$ cat config.mk
export PLATFORM = sky130hd
export DESIGN_NAME = stack_ptr_engine
export DESIGN_NICKNAME = d
export VERILOG_FILES = /design/src/rtl/stack_ptr_engine.sv
export SDC_FILE = /design/constraint.sdc
export NUM_CORES = 1
export LEC_CHECK = 0
export BUFFER_PORTS_ARGS = -buffer_cell sky130_fd_sc_hd__buf_4
export CAP_MARGIN = 20
export CORE_UTILIZATION = 45
export CTS_CLUSTER_SIZE = 10
export DETAILED_ROUTE_END_ITERATION = 8
export PLACE_DENSITY = 0.71
export REMOVE_ABC_BUFFERS = 1
export SLEW_MARGIN = 20
export SYNTH_ARGS = -nofsm -noshare
export SYNTH_HDL_FRONTEND = slang
export SYNTH_SLANG_ARGS = --single-unit
$ cat constraint.sdc
create_clock -name clk -period 3.5 [get_ports clk]
set_clock_uncertainty 0.15 [all_clocks]
set_input_delay 0 -clock clk [delete_from_list [all_inputs] [get_ports clk]]
set_output_delay 0 -clock clk [all_outputs]
set_load 0.05 [all_outputs]
$ cat src/rtl/stack_ptr_engine.sv
module stack_ptr_engine #(
  parameter int HW  = 18,
  parameter int OPW = 9,
  parameter logic [OPW-1:0] OP_PUSHJ = 'o260,
  parameter logic [OPW-1:0] OP_PUSH  = 'o261,
  parameter logic [OPW-1:0] OP_POP   = 'o262,
  parameter logic [OPW-1:0] OP_POPJ  = 'o263,
  parameter logic [OPW-1:0] OP_ADJ   = 'o105
) (
  input  logic              clk,
  input  logic              rst_n,
  input  logic              start,
  input  logic [OPW-1:0]    opcode,
  input  logic [2*HW-1:0]   sp_in,
  input  logic [2*HW-1:0]   operand,
  input  logic [HW-1:0]     ea,
  output logic              busy,
  output logic              mem_req,
  output logic              mem_we,
  output logic [HW-1:0]     mem_addr,
  output logic [2*HW-1:0]   mem_wdata,
  input  logic              mem_ack,
  input  logic [2*HW-1:0]   mem_rdata,
  output logic              sp_we,
  output logic [2*HW-1:0]   sp_out,
  output logic              jump_valid,
  output logic [HW-1:0]     jump_target,
  output logic              trap
);
  localparam int W = 2*HW;

  typedef enum logic [2:0] {S_IDLE, S_PUSH, S_RD, S_WR, S_FIN, S_TRAP} state_t;
  typedef enum logic [2:0] {K_PUSH, K_PUSHJ, K_POP, K_POPJ, K_ADJ, K_NONE} kind_t;

  state_t st;
  kind_t  kind, k_q;

  logic [W-1:0]  ptr_q, wdata_q;
  logic [HW-1:0] addr_q, tgt_q;
  logic          trap_q;

  logic [HW-1:0] sp_l, sp_r;
  assign sp_l = sp_in[W-1:HW];
  assign sp_r = sp_in[HW-1:0];

  logic [HW:0]   l_inc, l_dec;
  logic [HW-1:0] r_inc, r_dec, l_adj, r_adj;
  logic          adj_trap;

  assign l_inc = {1'b0, sp_l} + (HW+1)'(1);
  assign r_inc = sp_r + HW'(1);
  assign l_dec = {1'b0, sp_l} + {1'b0, {HW{1'b1}}};
  assign r_dec = sp_r - HW'(1);
  assign l_adj = sp_l + ea;
  assign r_adj = sp_r + ea;
  assign adj_trap = ea[HW-1] ? (sp_l[HW-1] & ~l_adj[HW-1])
                             : (~sp_l[HW-1] & l_adj[HW-1]);

  always_comb begin
    if      (opcode == OP_PUSH)  kind = K_PUSH;
    else if (opcode == OP_PUSHJ) kind = K_PUSHJ;
    else if (opcode == OP_POP)   kind = K_POP;
    else if (opcode == OP_POPJ)  kind = K_POPJ;
    else if (opcode == OP_ADJ)   kind = K_ADJ;
    else                         kind = K_NONE;
  end

  logic accept;
  assign accept = start && (st == S_IDLE) && (kind != K_NONE);

  always_ff @(posedge clk) begin
    if (!rst_n) begin
      st      <= S_IDLE;
      k_q     <= K_PUSH;
      ptr_q   <= '0;
      wdata_q <= '0;
      addr_q  <= '0;
      tgt_q   <= '0;
      trap_q  <= 1'b0;
    end else begin
      case (st)
        S_IDLE: if (accept) begin
          k_q   <= kind;
          tgt_q <= ea;
          case (kind)
            K_PUSH, K_PUSHJ: begin
              ptr_q   <= {l_inc[HW-1:0], r_inc};
              addr_q  <= r_inc;
              wdata_q <= (kind == K_PUSHJ) ? operand + W'(1) : operand;
              trap_q  <= l_inc[HW];
              st      <= S_PUSH;
            end
            K_POP, K_POPJ: begin
              ptr_q  <= {l_dec[HW-1:0], r_dec};
              addr_q <= sp_r;
              trap_q <= ~l_dec[HW];
              st     <= S_RD;
            end
            default: begin
              ptr_q  <= {l_adj, r_adj};
              trap_q <= adj_trap;
              st     <= S_FIN;
            end
          endcase
        end
        S_PUSH: if (mem_ack) st <= S_FIN;
        S_RD: if (mem_ack) begin
          wdata_q <= mem_rdata;
          if (k_q == K_POP) begin
            addr_q <= tgt_q;
            st     <= S_WR;
          end else begin
            tgt_q <= mem_rdata[HW-1:0];
            st    <= S_FIN;
          end
        end
        S_WR: if (mem_ack) st <= S_FIN;
        S_FIN:  st <= trap_q ? S_TRAP : S_IDLE;
        default: st <= S_IDLE;
      endcase
    end
  end

  assign busy        = (st != S_IDLE);
  assign mem_req     = (st == S_PUSH) || (st == S_RD) || (st == S_WR);
  assign mem_we      = (st == S_PUSH) || (st == S_WR);
  assign mem_addr    = addr_q;
  assign mem_wdata   = wdata_q;
  assign sp_we       = (st == S_FIN);
  assign sp_out      = ptr_q;
  assign jump_valid  = sp_we && ((k_q == K_PUSHJ) || (k_q == K_POPJ));
  assign jump_target = tgt_q;
  assign trap        = (st == S_TRAP);

  a_r1_idle_quiet: assert property (@(posedge clk) disable iff (!rst_n)
    !busy |-> !(mem_req || sp_we || jump_valid || trap));

  a_r11_req_held: assert property (@(posedge clk) disable iff (!rst_n)
    (mem_req && !mem_ack) |=> (mem_req && $stable(mem_addr) && $stable(mem_we) && $stable(mem_wdata)));

  a_r11_no_req_at_wb: assert property (@(posedge clk) disable iff (!rst_n)
    sp_we |-> !mem_req);

  a_r13_trap_after_wb: assert property (@(posedge clk) disable iff (!rst_n)
    trap |-> $past(sp_we));

  a_r13_trap_pulse: assert property (@(posedge clk) disable iff (!rst_n)
    trap |=> !trap);

  a_r12_wb_ends_op: assert property (@(posedge clk) disable iff (!rst_n)
    sp_we |=> !sp_we);
endmodule

==> metrics.yaml, run 1 <==
critical_path:
  worstSetupPathType: "primary input to flip-flop"
  critPathLaunchType: "primary input"
  worstPathMaxFanout: 9
  max_stage_delay_ps: 560
  cp_common_cell: "dlygate4sd3_1"
  cp.arrival_ps: 3590
  reg2reg_from: "st[2]$_SDFFE_PN0P_"
  crit_path_start: "sp_in[20]"
  crit_chain: "dlygate4sd3_1 -> buf_4 -> nand3b_1 -> or4_4 -> or4_4 -> nor3b_2 -> a31oi_1 -> xnor2_1 -> dlygate4sd3_1 -> a32oi_1 -> o21ai_1 -> dlygate4sd3_1"
  crit_path_end_kind: "flip-flop"
  required_ps: 3660
  crit_slowest_cell: "dlygate4sd3_1"
routing:
  wl_per_cell_um: 19.53
  via_count: 10740
  via_per_inst: 5.767
  first_pass_iters: 5
  routed_wl_mm: 36.37
  antenna_left: 0
  post-route-drc-count: 0
  dr.first_iter.drc_count: 875
logic_synthesis:
  ys_types: 65
  synth_adder_area_share: 0.05979
  synth-compound-area-share: 0.2329
  synth-edff-count: 0
  synth_ff_type: "dfxtp_1"
  async_flop_share: 0
  syn_area_um2: 8831
  synth-warning-count: 0
  synthTopCellsByArea: "dfxtp_1 26%, xnor2_1 7.5%, nand2_1 6.0%"
  yosysSeqAreaShare: 0.2607
  synth_top_cell_by_area: "dfxtp_1"
  synth_mux_area_frac: 0.009209
  synthSimpleGateAreaFrac: 0.2747
  syn-mean-instance-area_um2: 7.465
  ys_ff_latch: 115
  synthCells: 1183
  synth_xor_area_frac: 0.1220
  synth_top_area_share: 0.2607
  synth_top_family_by_area: "simple AND/OR/NAND/NOR gates"
timing:
  max_freq_ghz: 0.2913
  worst_slack_ps: 67.62
  rsz0062_at_grt: "true"
  finalCritPeriodShare: 0.9807
  maxSlewViolCount: 0
  hold_violations: 0
  timing.hold.ws_ps: 19.67
  period_minus_slack_ps: 3432
  tightest_slew_ps: 677.9
  setup_viol_count_final: 0
  max-slew-margin-rel: 0.5446
placement:
  io_buffer_count: 252
  post-place-ws_ps: -18.98
  dpl.hpwl_mm: 25.30
  gp_congestion: 0.9831
finish:
  fill_cells: 1500
  antenna_cells: 0
  syn_to_final_growth_pct: 51.59
  drive_gt1_frac: 0.2266
  num-nets-final: 1769
  register_area_um2: 2302
  multi_input_area_um2: 6240
global_routing:
  grt_pass1_wl_mm: 54.84
  grt-ovfl-total: 0
  grt.total_usage: 0.3539
  grt_pass1_vias: 10170
  antenna_found_initial: 0
  grt_max_degree: 49
floorplan:
  die_w_um: 142.1
  ioPinCount: 253
  start_util: 0.4659
  core_area_um2: 18960
  rows: 50
  die_y_um: 142.1
  die_area_um2: 20190
clock_network:
  cts_buffers: 17
  htree_levels: 4
  clk_path_buf_depth: 2
  clkLatencyLatePin_ps: 420
  cts_tree: "built"
  clk_pin_slew_ps: 60
  cts_root_buffer: "clkbuf_16"
  cts.sinks: 115
outcome:
  status: "finished, final reports clean"
min_path:
  min_from: "ea[0]"
  hp-class: "primary input to flip-flop"
power_and_ir_drop:
  vdd_drop_max_v: 0.0003435
  power_density_nw_per_um2: 332.1
  leakage_nw: 6.032
run:
  max-cap-violations: 0
placed cells by master, fill, tap and decap left out, types with 5 or more instances in the layout:
cell type / Yosys / layout
nor2b_1: 40 / 39
a21boi_0: 15 / 15
nor3_1: 25 / 24
nor4_1: 10 / 9
inv_1: 21 / 21
o211ai_1: 21 / 21
nand3_1: 80 / 80
dfxtp_1: 115 / 115
ha_1: 39 / 39
and4_1: 8 / 8
nand2b_1: 6 / 6
or3_1: 7 / 7
a311oi_1: 5 / 5
xor2_1: 47 / 47
o21a_1: 7 / 6
dlygate4sd3_1: 0 / 157
or2_2: 5 / 5
buf_4: 0 / 302
clkbuf_16: 0 / 17
a32oi_1: 5 / 5
o21ai_0: 67 / 64
nor2_1: 88 / 87
xnor2_1: 76 / 76
a31oi_1: 11 / 11
nand4_1: 24 / 24
a21o_1: 8 / 8
and3_1: 25 / 24
a21oi_1: 91 / 91
and2_1: 8 / 8
nand2_1: 140 / 139
a211oi_1: 22 / 22
mux2i_1: 7 / 7
o211a_1: 26 / 26
path summary, 6_finish.rpt:
path | to | slack (ps) | cells past startpoint
setup / recovery | sp_out[34]$_SDFFE_PN0P_ | 70 | 12
hold / removal | jump_target[0]$_SDFFE_PN0P_ | 20 | 5
setup reg to reg | mem_wdata[32]$_SDFFE_PN0P_ | 180 | 7
hold reg to reg | sp_out[19]$_SDFFE_PN0P_ | 320 | 2
stage by stage:
stage               cell area, µm²  power (W)    util  cells  TNS, ps
floorplan                     8551   0.002069       -   1110   -14370
global placement             11180   0.002552  0.5897   1672   -10.65
detailed placement           11180   0.002557  0.5898   1672   -24.73
CTS                          13330   0.004431  0.7034   1861        0
global route                 13390   0.004607  0.7062   1862   -77.80
finish                       13390   0.004446  0.7062   1862        0
synthesized netlist by cell type (15+ instances only):
cell / instances
nor2b_1: 40
nand2_1: 140
o21ai_0: 67
inv_1: 21
nor2_1: 88
xor2_1: 47
and3_1: 25
nand3_1: 80
nor3_1: 25
o211a_1: 26
a211oi_1: 22
a21oi_1: 91
xnor2_1: 76
dfxtp_1: 115
clkbuf_1: 60
o211ai_1: 21
nand4_1: 24
ha_1: 39
a21boi_0: 15
sequential cells by signal, summed over array words and instances, names as in the netlist:
register and flops:
trap_q 1, mem_wdata 36, k_q 3, mem_addr 18, sp_out 36, st 3, jump_target 18
kinds of logic (layout without fill, tap and decap cells):
| kind of cell | after synthesis | count (layout) |
|---|---|---|
| AO/OA/AOI/OAI | 313 | 313 |
| flip-flops | 115 | 115 |
| buffers and inverters | 94 | 513 |
| AND/OR/NAND/NOR | 489 | 489 |
| XOR/XNOR | 123 | 123 |
| adder cells (fa/ha/maj) | 41 | 41 |
| multiplexers | 8 | 8 |
layer usage:
layer | GRT usage | part of all wire
met1 | 0.4334 | 0.42
met2 | 0.5875 | 0.46
met3 | 0.08176 | 0.084
met4 | 0.1624 | 0.041
met5 | 0 | 0
critical path, delay by kind of cell:
family                    cells  cell delay, ps
buffers and inverters         4            1840
xor gates and xnor gates      1             160
AOI/OAI and AO/OA             3             300
and+or+nand+nor               4            1280
where the power goes:
| group | switching [W] | internal, W | leakage [nW] | total [W] |
|---|---|---|---|---|
| Sequential | 0.0000422 | 0.00136 | 0.928 | 0.00140 |
| Combinational | 0.000718 | 0.000572 | 4.82 | 0.00129 |
| Clock | 0.000705 | 0.00105 | 0.284 | 0.00176 |
| Total | 0.00147 | 0.00298 | 6.03 | 0.00445 |
timing repair:
action	CTS	global route
endpoints found under the setup margin	0	14
hold buffers	157	0
endpoints found under the hold margin	105	0
buffers inserted	0	1
resized for setup	0	13
final cells by class:
cell class	instances	area share
clock buffer	17	0.03178
tap	260	0.02430
sequential	115	0.1720
clock inverter	15	0.01168
timing repair buffer	460	0.2883
multi-input combinational	974	0.4661
inverter	21	0.005888
(Power assumes the default switching activity.)
==> run 2, diff against run 1 <==
- ABC_AREA: default -> 1
- PLACE_DENSITY: 0.71 -> 0.69
==> run 2 against run 1 <==
Effect of this change: largest cell class unchanged; sequential share of layout area fell by 1.3 points; highest routed layer unchanged; via count rose by 27%; synthesized cell count increased by 54%; critical path type unchanged.
==> metrics.yaml, run 2 <==
routing:
  via_count: 13650  # was 10740
  routed_wl_mm: 46.03  # was 36.37 mm
  wl_per_cell_um: 18.66  # was 19.53 µm
  post-route-drc-count: 0  # unchanged
  dr.first_iter.drc_count: 1298  # was 875
  first_pass_iters: 6  # was 5
  antenna_left: 0  # unchanged
  via_per_inst: 5.533  # was 5.767
min_path:
  min_from: "opcode[7]"  # was ea[0]
  min_to: "k_q[0]$_SDFFE_PN0P_"  # was jump_target[0]$_SDFFE_PN0P_
  hold_depth: 7  # was 5
  hp-class: "primary input to flip-flop"  # unchanged
logic_synthesis:
  synth-compound-area-share: 0.1645  # was 0.2329
  async_flop_share: 0  # unchanged
  synth_ff_type: "dfxtp_1"  # unchanged
  synth_top_area_share: 0.2205  # was 0.2607
  synthCells: 1817  # was 1183
  ys_ff_latch: 115  # unchanged
  syn_area_um2: 10440  # was 8831 µm²
  synth_top_cell_by_area: "dfxtp_1"  # unchanged
  synth_top_family_by_area: "simple AND/OR/NAND/NOR gates"  # unchanged
  synthSimpleGateAreaFrac: 0.4195  # was 0.2747
  synth-warning-count: 0  # unchanged
  synthTopCellsByArea: "dfxtp_1 22%, nand2_1 18%, nor2_1 10%"  # was dfxtp_1 26%, xnor2_1 7.5%, nand2_1 6.0%
  yosysMostFrequentCell: "nand2_1"  # unchanged
  synth_adder_area_share: 0.05058  # was 0.05979
  yosysSeqAreaShare: 0.2205  # was 0.2607
  yosys-top-cells-count: "509 x nand2_1, 282 x nor2_1, 176 x inv_1, 148 x o21ai_0, 132 x nand3_1"  # was 140 x nand2_1, 115 x dfxtp_1, 91 x a21oi_1, 88 x nor2_1, 80 x nand3_1
  ys_types: 46  # was 65
  synth-edff-count: 0  # unchanged
  synth_xor_area_frac: 0.04782  # was 0.1220
  synth_mux_area_frac: 0  # was 0.009209
  syn-mean-instance-area_um2: 5.746  # was 7.465 µm²
global_routing:
  grt-ovfl-total: 0  # unchanged
  grt.total_usage: 0.3814  # was 0.3539
  grt_pass1_vias: 12760  # was 10170
  grt_pass1_wl_mm: 70.08  # was 54.84 mm
  antenna_found_initial: 0  # unchanged
  grt_max_degree: 76  # was 49
clock_network:
  cts_root_buffer: "clkbuf_16"  # unchanged
  clk_pin_slew_ps: 60  # about the same
  cts.sinks: 115  # unchanged
  clk_path_buf_depth: 2  # unchanged
  htree_levels: 4  # unchanged
  cts_tree: "built"  # unchanged
  clkLatencyLatePin_ps: 430  # was 420 ps
  cts_buffers: 17  # unchanged
floorplan:
  start_util: 0.4597  # was 0.4659
  rows: 55  # was 50
  core_area_um2: 22710  # was 18960 µm²
  die_w_um: 154.3  # was 142.1 µm
  die_y_um: 154.3  # was 142.1 µm
  die_area_um2: 23810  # was 20190 µm²
  ioPinCount: 253  # unchanged
timing:
  tightest_slew_ps: 1130  # was 677.9 ps
  finalCritPeriodShare: 0.9115  # was 0.9807
  max-slew-margin-rel: 0.2460  # was 0.5446
  timing.hold.ws_ps: 7.027  # was 19.67 ps
  max_freq_ghz: 0.3135  # was 0.2913 GHz
  maxSlewViolCount: 0  # unchanged
  setup_viol_count_final: 0  # unchanged
  period_minus_slack_ps: 3190  # was 3432 ps
  worst_slack_ps: 309.9  # was 67.62 ps
  hold_violations: 0  # unchanged
finish:
  syn_to_final_growth_pct: 38.53  # was 51.59%
  num-nets-final: 2349  # was 1769
  antenna_cells: 0  # unchanged
  drive_gt1_frac: 0.1673  # was 0.2266
  final_common_cell: "nand2_1"  # was buf_4
  fill_cells: 2209  # was 1500
  layout_common_cells: "508 x nand2_1, 278 x nor2_1, 274 x buf_4"  # was 302 x buf_4, 157 x dlygate4sd3_1, 139 x nand2_1
critical_path:
  worstPathMaxFanout: 3  # was 9
  rr_endpoint: "mem_wdata[32]$_SDFFE_PN0P_"  # unchanged
  critPathLaunchType: "primary input"  # unchanged
  cp.arrival_ps: 3300  # was 3590 ps
  crit_path_end_kind: "flip-flop"  # unchanged
  r2r_slack_ps: 330  # was 180 ps
  r2r_cells: 12  # was 7
  required_ps: 3610  # was 3660 ps
  reg2reg_from: "st[2]$_SDFFE_PN0P_"  # unchanged
  worstSetupPathType: "primary input to flip-flop"  # unchanged
power_and_ir_drop:
  vdd_drop_max_v: 0.0003303  # was 0.0003435 V
  leakage_nw: 6.991  # was 6.032 nW
  power_density_nw_per_um2: 500.6  # was 332.1 nW/µm²
placement:
  dpl.hpwl_mm: 34.53  # was 25.30 mm
  io_buffer_count: 252  # unchanged
  post-place-ws_ps: 272.2  # was -18.98 ps
  gp_congestion: 0.9812  # was 0.9831
run:
  max-cap-violations: 0  # unchanged
outcome:
  status: "finished, final reports clean"  # unchanged
-- run 2: changes by cell type after synthesis, sizes merged, moves of 26 or more --
cell and delta:
nand2 +376, nand3 +55, o211a -26, inv +167
xnor2 -63, o21ai +87, nor2b -40, nor2 +201
-- run 2: what timing repair did --
| item | CTS | global route |
|---|---|---|
| hold endpoints to repair | 96 | 0 |
| resized for setup | 0 | 13 |
| hold buffers | 121 | 0 |
| setup buffers | 0 | 1 |
| setup endpoints to repair | 0 | 4 |
-- run 2: how the worst max path moves through the flow --
stage                             endpoint  slack [ps]  depth (start not counted)               start
2_1_floorplan  jump_target[0]$_SDFFE_PN0P_       -1750                         10  st[2]$_SDFFE_PN0P_
3_3_place_gp       sp_out[17]$_SDFFE_PN0P_         320                         23               ea[0]
3_5_place_dp       sp_out[17]$_SDFFE_PN0P_         270                         23               ea[0]
4_1_cts            sp_out[17]$_SDFFE_PN0P_         130                         24               ea[1]
5_1_grt            sp_out[13]$_SDFFE_PN0P_         -20                         21               ea[1]
6_report           sp_out[17]$_SDFFE_PN0P_         310                         23               ea[1]
-- run 2: final cells by class --
type	instances	area [µm²]	area share
multi-input cells	1451	7178	0.4963
repair buffers	395	3268	0.2260
flip-flops and latches	115	2302	0.1592
inverters	189	711.9	0.04923
clock buffers	19	452.9	0.03132
well taps	285	356.6	0.02466
clock inverters	13	192.7	0.01332
-- run 2: power breakdown --
group / internal [W] / switching (W)
clock: 0.00124 / 0.000769
combinational: 0.00112 / 0.00237
sequential: 0.00156 / 0.000177
total: 0.00392 / 0.00331
-- run 2: worst max-delay path, stage by stage --
cell and delay, ps:
dlygate4sd3_1 550, buf_4 150, inv_1 100, ha_1 170, nand2_1 100, nor2_2 130, nand3_2 110, nor2_2 130
nand3_2 120, nor2_4 140, nand4_1 120, o21ai_0 180, o211ai_1 120, ha_1 350, a21o_1 170, a21oi_1 120
nand2_1 80, a21oi_2 150, inv_1 60, nand2_1 60, nand3_1 60, nand2_1 90, a21oi_1 50
-- run 2: metrics by stage --
stage | instances | power [W] | TNS (ps) | cell area, µm² | utilization
after floorplan | 1755 | 0.003852 | -120430 | 10140 | -
after CTS | 2466 | 0.007175 | 0 | 14410 | 0.6345
final | 2467 | 0.007239 | 0 | 14460 | 0.6369
after global placement | 2313 | 0.004986 | 0 | 12550 | 0.5527
after detailed placement | 2313 | 0.004999 | 0 | 12550 | 0.5527
after global routing | 2467 | 0.007555 | -19.97 | 14460 | 0.6369
-- run 2: cell families (layout without fill, tap and decap cells) --
family | count (synthesis) | in the layout
adder cells (fa/ha/maj) | 41 | 41
flip-flops | 115 | 115
XOR/XNOR | 57 | 57
AO/OA/AOI/OAI | 319 | 319
AND/OR/NAND/NOR | 1034 | 1034
buffers and inverters | 251 | 616
-- run 2: metal layers --
layer,vias up,GRT usage,wire [µm]
li1,6639,-,-
met1,6194,0.5189,20220
met2,718,0.6006,20100
met3,100,0.05940,4048
met4,0,0.1556,1654
met5,-,0,0
